==> config.mk <==
export PLATFORM = sky130hd
export DESIGN_NAME = sys_cfg_regs
export DESIGN_NICKNAME = d
export VERILOG_FILES = /design/src/rtl/cfg_pkg.sv /design/src/rtl/cfg_addr_dec.sv /design/src/rtl/cfg_word.sv /design/src/rtl/sys_cfg_regs.sv
export SDC_FILE = /design/constraint.sdc
export NUM_CORES = 1
export LEC_CHECK = 0
export BUFFER_PORTS_ARGS = -buffer_cell sky130_fd_sc_hd__buf_4
export CAP_MARGIN = 20
export CORE_ASPECT_RATIO = 1.25
export CORE_MARGIN = 8
export CORE_UTILIZATION = 40
export CTS_BUF_LIST = sky130_fd_sc_hd__clkbuf_16
export DETAILED_ROUTE_END_ITERATION = 10
export HOLD_SLACK_MARGIN = 0.12
export MAX_ROUTING_LAYER = met4
export PLACE_DENSITY_LB_ADDON = 0.12
export SYNTH_ARGS = -nofsm -noshare
export SYNTH_HDL_FRONTEND = slang
export SYNTH_SLANG_ARGS = --single-unit
==> constraint.sdc <==
create_clock -name clk -period 1.7 [get_ports clk]
set_input_delay 0.17 -clock clk [delete_from_list [all_inputs] [get_ports clk]]
set_output_delay 0.17 -clock clk [all_outputs]
set_load 0.1 [all_outputs]
==> src/rtl/cfg_pkg.sv <==
package cfg_pkg;

    localparam int DATA_W    = 32;
    localparam int REG_COUNT = 11;
    localparam int SEL_W     = 16;
    localparam int NUM_SEL   = 4;
    localparam int SEL_BASE  = 2;
    localparam int LOCK_IDX  = 7;
    localparam int FLAG_BIT  = 8;

    typedef logic [DATA_W-1:0] word_t;

    typedef struct packed {
        word_t rst;
        word_t rw;
        word_t so;
        word_t co;
        word_t w1c;
    } policy_t;

    function automatic policy_t policy_of(int idx);
        policy_t p;
        p = '0;
        case (idx)
            0: p.rw = 32'h0000_0107;
            1: begin
                p.rst = 32'h7C00_0001;
                p.rw  = 32'hFCFF_0100;
                p.co  = 32'h0000_0001;
            end
            2, 3, 4, 5: p.rw = 32'h0000_FFFF;
            7: begin
                p.so  = 32'h0000_000F;
                p.w1c = 32'h0000_0100;
            end
            8, 10: p.so = 32'hFFFF_FFFF;
            9: p.rw = 32'h0000_00FF;
            default: p = '0;
        endcase
        return p;
    endfunction

endpackage

==> src/rtl/cfg_addr_dec.sv <==
module cfg_addr_dec
    import cfg_pkg::*;
#(
    parameter int ADDR_W = 8
) (
    input  logic [ADDR_W-1:0]    addr_i,
    output logic                 hit_o,
    output logic [REG_COUNT-1:0] sel_o
);
    localparam int IDX_W = ADDR_W - 2;

    logic [IDX_W-1:0] idx;

    assign idx   = addr_i[ADDR_W-1:2];
    assign hit_o = (addr_i[1:0] == 2'b00) && (int'(idx) < REG_COUNT);

    for (genvar i = 0; i < REG_COUNT; i++) begin : g_sel
        assign sel_o[i] = hit_o && (idx == IDX_W'(i));
    end

endmodule

==> src/rtl/cfg_word.sv <==
module cfg_word
    import cfg_pkg::*;
#(
    parameter word_t RST_VAL = '0,
    parameter word_t RW_MSK  = '0,
    parameter word_t SO_MSK  = '0,
    parameter word_t CO_MSK  = '0,
    parameter word_t W1C_MSK = '0
) (
    input  logic  clk,
    input  logic  rst_n,
    input  logic  wr_i,
    input  word_t wdata_i,
    input  word_t hw_set_i,
    output word_t q_o
);
    localparam word_t RESV_MSK = ~(RW_MSK | SO_MSK | CO_MSK | W1C_MSK);

    typedef struct packed {
        word_t word;
    } state_t;

    state_t state_d, state_q;

    always_comb begin
        state_d = state_q;
        if (wr_i) begin
            state_d.word = (state_q.word & ~RW_MSK) | (wdata_i & RW_MSK);
            state_d.word = state_d.word | (wdata_i & SO_MSK);
            state_d.word = state_d.word & ~(~wdata_i & CO_MSK);
            state_d.word = state_d.word & ~(wdata_i & W1C_MSK);
        end
        // hardware event wins over a same-edge software clear
        state_d.word = state_d.word | (hw_set_i & W1C_MSK);
    end

    always_ff @(posedge clk or negedge rst_n) begin
        if (!rst_n) state_q <= '{word: RST_VAL};
        else        state_q <= state_d;
    end

    assign q_o = state_q.word;

    // reserved bits stay zero (also covers R3, R5, R6)
    assert_reserved_zero_R2: assert property (@(posedge clk) disable iff (!rst_n)
        (q_o & RESV_MSK) == '0);

    // set-only bits never fall (also covers R7)
    assert_set_only_hold_R9: assert property (@(posedge clk) disable iff (!rst_n)
        1'b1 |=> (($past(q_o) & SO_MSK & ~q_o) == '0));

    assert_clear_only_stay_R4: assert property (@(posedge clk) disable iff (!rst_n)
        1'b1 |=> ((~$past(q_o) & CO_MSK & q_o) == '0));

    assert_flag_no_sw_set_R8: assert property (@(posedge clk) disable iff (!rst_n)
        ((hw_set_i & W1C_MSK) == '0) |=> ((~$past(q_o) & W1C_MSK & q_o) == '0));

endmodule

==> src/rtl/sys_cfg_regs.sv <==
module sys_cfg_regs
    import cfg_pkg::*;
#(
    parameter int ADDR_W = 8
) (
    input  logic                     clk,
    input  logic                     rst_n,
    input  logic [ADDR_W-1:0]        addr_i,
    input  logic                     wr_en_i,
    input  logic [DATA_W-1:0]        wr_data_i,
    input  logic                     err_evt_i,
    output logic [DATA_W-1:0]        rd_data_o,
    output logic [NUM_SEL*SEL_W-1:0] line_sel_o
);
    logic                             hit;
    logic [REG_COUNT-1:0]             sel;
    logic [REG_COUNT-1:0][DATA_W-1:0] words;

    cfg_addr_dec #(.ADDR_W(ADDR_W)) u_dec (
        .addr_i (addr_i),
        .hit_o  (hit),
        .sel_o  (sel)
    );

    for (genvar i = 0; i < REG_COUNT; i++) begin : g_word
        localparam policy_t P = policy_of(i);
        word_t hw_set;

        if (i == LOCK_IDX) begin : g_evt
            assign hw_set = word_t'(err_evt_i) << FLAG_BIT;
        end else begin : g_no_evt
            assign hw_set = '0;
        end

        cfg_word #(
            .RST_VAL (P.rst),
            .RW_MSK  (P.rw),
            .SO_MSK  (P.so),
            .CO_MSK  (P.co),
            .W1C_MSK (P.w1c)
        ) u_word (
            .clk      (clk),
            .rst_n    (rst_n),
            .wr_i     (wr_en_i && sel[i]),
            .wdata_i  (wr_data_i),
            .hw_set_i (hw_set),
            .q_o      (words[i])
        );
    end

    always_comb begin
        rd_data_o = '0;
        for (int i = 0; i < REG_COUNT; i++) begin
            if (sel[i]) rd_data_o = rd_data_o | words[i];
        end
    end

    for (genvar k = 0; k < NUM_SEL; k++) begin : g_line
        assign line_sel_o[k*SEL_W +: SEL_W] = words[SEL_BASE+k][SEL_W-1:0];
    end

    assert_unmapped_quiet_R10: assert property (@(posedge clk) disable iff (!rst_n)
        (wr_en_i && !hit && !err_evt_i) |=> $stable(words));

    assert_unmapped_reads_zero_R10: assert property (@(posedge clk) disable iff (!rst_n)
        !hit |-> (rd_data_o == '0));

endmodule

[Word level (Yosys, flattened, before mapping)]
Cells that the tools add are included.
Word-level totals
  bits in registers: 320
  latch bits: 0
  RAM bits: 0
  memory bits (read-only): 0
  input port bits: 44
  memories kept: 0
Cells by class
  $add $sub $neg: 0
  $mul: 0
  div/mod/pow operators: 0
  magnitude comparators: 1
  equality and inequality tests: 9
  shifts and indexed selects: 0
  mux-type cells: 11
  bitwise gates (word level): 25
  reductions and logical operators: 23
Operator list (count)
  $mux W32: 11
  $or A32 B32 Y32: 11
  $or A32 B16 Y32: 4
  $and A32 B32 Y32: 2
  $or A32 B9 Y32: 2
  $not A1 Y32: 1
  $not A9 Y32: 1
  $or A26 B32 Y32: 1
  $or A32 B4 Y32: 1
  $or A32 B8 Y32: 1
  $logic_and A1 B1 Y1: 21
  $eq A6 B3 Y1 const B: 3
  $eq A6 B4 Y1 const B: 3
  $eq A6 B2 Y1 const B: 2
  $eq A6 B1 Y1 const B: 1
  $logic_not A6 Y1: 1
  $lt A6 B4 Y1 const B: 1
  $logic_not A2 Y1: 1
  $not A1 Y1: 1

[Depth between registers and ports, before layout]
Gate-level depths: netlist of run 1.
  word-level depth: 22
  mapped depth: 7
  depth with buffers taken out: 4

[Cells and area by module]
From an unflattened synthesis of run 1, not the netlist that was laid out.
Unflattened totals
  cells, all modules: 812
  area, all modules: 9673.0 µm²
Modules (own cells, without submodules)
  cfg_word at g_word[2].u_word ...: instances 4, cells an instance 51, area an instance 773.2 µm²
  cfg_word at g_word[10].u_word ...: instances 2, cells an instance 67, area an instance 1077.3 µm²
  sys_cfg_regs: instances 1, cells an instance 250, area an instance 2020.7 µm²
  cfg_word at g_word[1].u_word: instances 1, cells an instance 52, area an instance 777.0 µm²
  cfg_word at g_word[9].u_word: instances 1, cells an instance 42, area an instance 515.5 µm²
  cfg_word at g_word[7].u_word: instances 1, cells an instance 39, area an instance 377.9 µm²
  cfg_word at g_word[0].u_word: instances 1, cells an instance 37, area an instance 359.1 µm²
  cfg_word at g_word[6].u_word: instances 1, cells an instance 33, area an instance 244.0 µm²
  cfg_addr_dec: instances 1, cells an instance 21, area an instance 131.4 µm²

[Worst setup path before layout of run 1]
Ideal clock, no wire load.
  path kind: reg-to-output
  from: register g_word[2].u_word.state_q (netlist bit g_word[2].u_word.q_o[12])
  to: output rd_data_o[12]
  arrival time: 3551 ps
  data required time: 1530 ps
  setup slack: -2021 ps
  cell stages (with the launch flop): 4
  path buffers: 0
  cells stage by stage: dfrtp_1 > a22o_1 > a221oi_1 > a211oi_1
On the way
  longest elaborated chain between the ends: 16
Ends and longest elaborated chain
  start: declaration: line cfg_word.sv:23  | state_t state_d, state_q;
  start signal: assignment: line cfg_word.sv:38  | if (!rst_n) state_q <= '{word: RST_VAL};
  start signal: assignment: line cfg_word.sv:39  | else state_q <= state_d;
  $or A32 B32 Y32 *: line sys_cfg_regs.sv:54  | if (sel[i]) rd_data_o = rd_data_o | words[i];
  $mux W32 *: line sys_cfg_regs.sv:54
  $or A32 B32 Y32: line sys_cfg_regs.sv:54
  $mux W32 *: line sys_cfg_regs.sv:54
  $or A32 B32 Y32: line sys_cfg_regs.sv:54
  $mux W32 *: line sys_cfg_regs.sv:54
  $or A32 B32 Y32: line sys_cfg_regs.sv:54
  $mux W32 *: line sys_cfg_regs.sv:54
  $or A32 B32 Y32: line sys_cfg_regs.sv:54
  $mux W32 *: line sys_cfg_regs.sv:54
  $or A32 B32 Y32: line sys_cfg_regs.sv:54
  $mux W32 *: line sys_cfg_regs.sv:54
  $or A32 B32 Y32: line sys_cfg_regs.sv:54
  $mux W32 *: line sys_cfg_regs.sv:54
  $or A32 B32 Y32: line sys_cfg_regs.sv:54
  $mux W32 *: line sys_cfg_regs.sv:54
  end: declaration: line sys_cfg_regs.sv:12  | output logic [DATA_W-1:0] rd_data_o,
Every way passes the cells marked *; elsewhere a longest branch is shown, timed or not.

[Worst setup path after layout of run 1]
  from: register g_word[2].u_word.state_q (netlist bit g_word[2].u_word.q_o[1])
  to: output rd_data_o[1]
The elaborated chain is that of the path after synthesis.

==> impl_metrics.tcl, run 1 <==
set metrics [dict create \
    ys_warn_count 0 \
    crit_chain "mux2_4, a22oi_2, nor3_1, a2111o_2, buf_8" \
    die_x_um 136.5 \
    cp.required_ps 1530 \
    grt_start_max_net_pins 57 \
    crit_family "compound AO/OA/AOI/OAI gates" \
    status "finished with violations" \
    cts_made_buffers 17 \
    wirelength_met1_um 9973 \
    dieArea_mm2 0.02275 \
    fin_hold_ws_ps 234.9 \
    syn_avg_cell_area_um2 12.70 \
    antenna_found_initial 0 \
    core-area_mm2 0.01796 \
    cts_sinks 161 \
    timing.slew.headroom_pct 73.20 \
    yosysUniqueCellTypes 49 \
    drc 0 \
    clock_latency_ps 420 \
    synthArstFlopShare_pct 100.0 \
    highest_layer "met4" \
    timing.fmax_ghz 0.4487 \
    synth_area_mm2 0.007262 \
    setup_viol 33 \
    route.met2.wl_um 12340 \
    p_total_mw 9.283 \
    critPathBufInv 1 \
    worst-path-stages 5 \
    worst-setup-path-type "register to primary output" \
    seqPwrFrac_pct 44.0 \
    post-synth-top-count-cell "dfrtp_1" \
    syn_nets 616 \
    clock-skew-final_ps 0 \
    dr.pass1.iters 4 \
    critPathArrivalTime_ps 2060 \
    ant_nets 0 \
    switching_share_pct 26.92 \
    grt_use_total_pct 22.32 \
    hold_viol_final 0 \
    rr_worst_depth 2 \
    grt_pass1_wl_um 37620 \
    cpPeakStageDelay_ps 470 \
    crit_slowest_cell "dfrtp_4" \
    endpoint_kind "primary output" \
    start_util_pct 40.43 \
    utilization_pct 65.39 \
    routed_wl_um 24080 \
    ys_seq_area_share_pct 55.58 \
    num_vias 5861 \
    rsz0062_at_grt "yes" \
    netlist_top_cells_area "dfrtp_1 (53%), mux2_2 (16%), a21o_1 (7.1%)" \
    slew_violations 0 \
    synth_common_cells "dfrtp_1 (155), mux2_2 (100), a21o_1 (69)" \
    yosys.area.top_type_share_pct 53.41 \
    synth_edf_count 0 \
    powerDensity_mw_per_mm2 790.3 \
    boundaryPins 140 \
    min_path_type "input port to asynchronous set/reset pin" \
    setup_slack_ps -528.9 \
    path_clk_slew_ps 60 \
    leakage_nw 5.936 \
    wl_met3_um 1182 \
    wl_per_cell_um 22.42 \
    htreeDepth 4 \
    n_antenna_cell 0 \
    cts_tree "yes" \
    fin_nets 877 \
    reg2reg_slack_ps 720 \
    fin_crit_ps 2229 \
    drt-initial-drc-count 290 \
    syn_inst 572 \
    clock-root-buffer "clkbuf_16" \
    vias_per_cell 5.457 \
    synth_area_leader_cell "dfrtp_1" \
    grt_pass1_vias 6517 \
    power.switching_mw 2.499 \
    num_rows 55 \
    ys_ff_latch 161 \
    clk_path_buf_depth 2 \
    place_congestion 0.8459 \
    dieHeight_um 166.6 \
    layout-drive-gt1-share_pct 64.78 \
    synth_ff_type "dfrtp_1" \
    area_delta_synth_final_pct 61.73 \
    start_kind "register" \
    cp_max_fo 2 \
    grt_overflow_total 0 \
    largest_reg_flops 161 \
    p_int_mw 6.784 \
    tightest_slew_ps 402.0 \
    power.share.clock_pct 41.7 \
    io_buffers 139 \
    violations "setup timing" \
    power_frac_comb_pct 14.2 \
    fin_crit_sh_pct 131.1 \
    final.fill_count 1321 \
    dp_hpwl_um 16460 \
    cap_violations 0 \
    vdd_ir_drop_max_v 0.0007310 \
]
[worst reg2reg max path, delay by kind of cell, from the launching register on]
kind	cells	cell delay, ps
buffers and inverters	1	140
flip-flops	1	470
multiplexers	1	250
[kinds of logic (layout without fill, tap and decap cells)]
logic type	after synthesis	after routing	synth area share [%]
compound gates	143	143	14.83
buf+inv	44	318	3.118
flops	161	161	55.58
mux	119	119	18.28
simple gates	105	105	8.184
[placed cells by master (no fill, tap or decap), types with 4 or more instances in the layout]
master,synthesis,routed
dlygate4sd3_1,0,34
clkinv_4,0,4
dfrtp_1,155,99
a21oi_1,10,9
buf_6,4,16
a22oi_2,0,19
mux2_4,0,22
nand2_1,48,33
a21o_1,69,69
buf_12,0,49
nand2_2,4,5
a221oi_4,0,4
dfrtp_2,0,49
o21ai_4,0,4
buf_4,3,176
dfstp_2,6,6
dfrtp_4,0,7
mux2i_1,10,8
nand2_4,0,13
nor2_1,5,4
nor3_4,3,8
a32oi_1,5,4
mux2_2,100,87
nand3_1,10,7
a22o_1,7,4
buf_8,0,5
clkbuf_16,0,18
[power by group through the flow]
stage          logic [mW]  registers [mW]  clock network, mW
2_1_floorplan       0.309            4.48                  0
3_3_place_gp         1.13            4.14                  0
3_5_place_dp         1.15            4.15                  0
4_1_cts              1.30            4.08               3.94
5_1_grt              1.39            4.10               4.11
6_report             1.32            4.08               3.88
[stage by stage]
stage,instance area (um2),setup slack (ps),instances,TNS (ps)
after floorplan,7779,-411.6,572,-7744
after global placement,9709,-397.4,983,-42110
after detailed placement,9709,-393.7,983,-44060
after CTS,11650,-516.8,1069,-7338
after global routing,11750,-584.9,1074,-8821
final,11750,-528.9,1074,-7231
[cell type report]
cell class	count	area [um2]	area share, %
clock buffer	17	425.4	3.622
clock inverter	15	168.9	1.438
inverter	3	11.26	0.09588
multi-input combinational	367	3747	31.91
sequential	161	4124	35.11
tap	228	285.3	2.429
timing repair buffer	283	2983	25.40
[timing repair]
action	CTS	global route
setup buffers	17	7
hold buffers	34	0
endpoints found under the setup margin	32	32
pin swaps	33	22
endpoints found under the hold margin	321	0
gates resized for setup	171	17
cloned	3	0
[metal layers]
metal	track usage, %	vias to the layer above
met5	-	-
met4	7.611	0
met3	3.462	36
met2	37.11	165
met1	26.90	3026
li1	-	2634
[path summary, 6_finish.rpt]
check,start,to
setup / recovery,g_word[2].u_word.q_o[1],rd_data_o[1]
hold / removal,rst_n,g_word[8].u_word.q_o[30]
setup reg to reg,g_word[4].u_word.q_o[8],g_word[4].u_word.q_o[8]
hold reg to reg,g_word[10].u_word.q_o[20],g_word[10].u_word.q_o[20]
max in group asynchronous,rst_n,g_word[3].u_word.q_o[7]
min in group clk,addr_i[0],g_word[7].u_word.q_o[8]
(Power assumes the default switching activity.)
==> inputs of run 2 (changes only) <==
--- a/config.mk
+++ b/config.mk
@@ -8,7 +8,6 @@
 export BUFFER_PORTS_ARGS = -buffer_cell sky130_fd_sc_hd__buf_4
 export CAP_MARGIN = 20
 export CORE_ASPECT_RATIO = 1.25
-export CORE_MARGIN = 8
 export CORE_UTILIZATION = 40
 export CTS_BUF_LIST = sky130_fd_sc_hd__clkbuf_16
 export DETAILED_ROUTE_END_ITERATION = 10
==> impl_metrics.tcl, run 2 (synthesis results as in run 1) <==
set metrics [dict create \
    status "finished with violations" \
    violations "setup timing" \
    critPathBufInv 1 \
    place_congestion 0.8739 \
    cts_tree "yes" \
    drt-initial-drc-count 355 \
    antenna_found_initial 0 \
    fin_crit_sh_pct 127.8 \
    endpoint_kind "primary output" \
    timing.slew.headroom_pct 65.27 \
    htreeDepth 4 \
    crit_family "compound AO/OA/AOI/OAI gates" \
    critPathArrivalTime_ps 2000 \
    cap_violations 0 \
    tightest_slew_ps 518.6 \
    grt_use_total_pct 25.97 \
    rsz0062_at_grt "yes" \
    clock-skew-final_ps 0 \
    cp_max_fo 2 \
    cts_sinks 161 \
    boundaryPins 140 \
    core-area_mm2 0.01763 \
    seqPwrFrac_pct 43.9 \
    routed_wl_um 22610 \
    dp_cells 979 \
    dieArea_mm2 0.01870 \
    fin_nets 872 \
    final.fill_count 1358 \
    grt_start_max_net_pins 72 \
    worst-setup-path-type "register to primary output" \
    path_clk_slew_ps 60 \
    vias_per_cell 5.497 \
    power_frac_comb_pct 13.6 \
    slew_violations 0 \
    clock-root-buffer "clkbuf_16" \
    cp.required_ps 1530 \
    largest_reg_flops 161 \
    leakage_nw 5.835 \
    power.share.clock_pct 42.5 \
    io_buffers 139 \
    vdd_ir_drop_max_v 0.0006816 \
    setup_viol 32 \
    hold_viol_final 0 \
    layout-drive-gt1-share_pct 62.19 \
    min_path_type "input port to asynchronous set/reset pin" \
    final_common_cell "buf_4" \
    area_delta_synth_final_pct 54.31 \
    grt_pass1_wl_um 35350 \
    cts_made_buffers 17 \
    timing.fmax_ghz 0.4603 \
    p_int_mw 6.882 \
    fin_crit_ps 2173 \
    wl_per_cell_um 21.23 \
    die_x_um 122.5 \
    grt_pass1_vias 6370 \
    dr.pass1.iters 5 \
    num_rows 54 \
    ant_nets 0 \
    clock_latency_ps 420 \
    powerDensity_mw_per_mm2 829.0 \
    power.switching_mw 2.407 \
    dieHeight_um 152.6 \
    num_vias 5854 \
    crit_chain "mux2_4, a22oi_2, nor3_1, a2111o_2, buf_12" \
    setup_slack_ps -472.7 \
    utilization_pct 63.54 \
    cpPeakStageDelay_ps 470 \
    crit_slowest_cell "dfrtp_4" \
    n_antenna_cell 0 \
    start_util_pct 41.18 \
    grt_overflow_total 0 \
    clk_path_buf_depth 2 \
    drc 0 \
    dp_hpwl_um 15350 \
    instances_no_fill 1065 \
    switching_share_pct 25.91 \
    mostFrequentLayoutCells "buf_4 (206), dfrtp_1 (99), mux2_2 (88)" \
    start_kind "register" \
]
==> run 2: path summary, 6_finish.rpt <==
path,depth (start not counted),endpoint,from,slack (ps)
min reg2reg,1,g_word[10].u_word.q_o[16],g_word[10].u_word.q_o[16],450
max in group asynchronous,3,g_word[2].u_word.q_o[10],rst_n,930
max reg2reg,2,g_word[3].u_word.q_o[2],g_word[3].u_word.q_o[2],720
max,5,rd_data_o[2],g_word[2].u_word.q_o[2],-470
min in group clk,5,g_word[7].u_word.q_o[8],addr_i[7],310
min,2,g_word[10].u_word.q_o[27],rst_n,140
==> run 2: stage by stage <==
stage	instance area (um2)	worst slack (ps)	setup TNS (ps)	power [mW]	hold slack (ps)
2_1_floorplan	7779	-411.6	-7744	4.784	-125.6
3_3_place_gp	9679	-397.1	-39450	5.253	0.4802
3_5_place_dp	9679	-378.7	-41630	5.279	1.973
4_1_cts	11060	-504.7	-9241	9.341	126.1
5_1_grt	11210	-527.7	-11700	9.620	125.0
6_report	11210	-472.7	-9990	9.289	136.6
==> run 2: timing repair <==
item	CTS	global route
hold buffers	34	0
endpoints found under the setup margin	32	32
resized for setup	76	16
pin swaps	17	16
setup buffers	10	10
endpoints found under the hold margin	320	0
==> run 2: routing by layer <==
layer  vias up  GRT usage [%]  share of wire (%)  wire length [um]
li1       2623              -                  -                 -
met1      3037          30.84                 42              9413
met2       168          43.39                 52             11870
met3        26          5.427                4.1               928
met4         0          8.479                1.8               405
met5         -              -                  0                 0
==> run 2: cell type report <==
class	count	area [um2]	area share, %
Multi-Input combinational cell	367	3597	32.10
Clock inverter	15	178.9	1.597
Tap cell	224	280.3	2.501
Sequential cell	161	4124	36.80
Timing Repair Buffer	278	2589	23.10
Clock buffer	17	425.4	3.796
Inverter	3	11.26	0.1005
==> run 2: power groups by stage <==
stage	registers, mW	clock network (mW)	logic [mW]
after detailed placement	4.15	0	1.13
after CTS	4.08	4.02	1.25
final	4.08	3.95	1.26
after global placement	4.14	0	1.11
after floorplan	4.48	0	0.309
after global routing	4.09	4.20	1.33
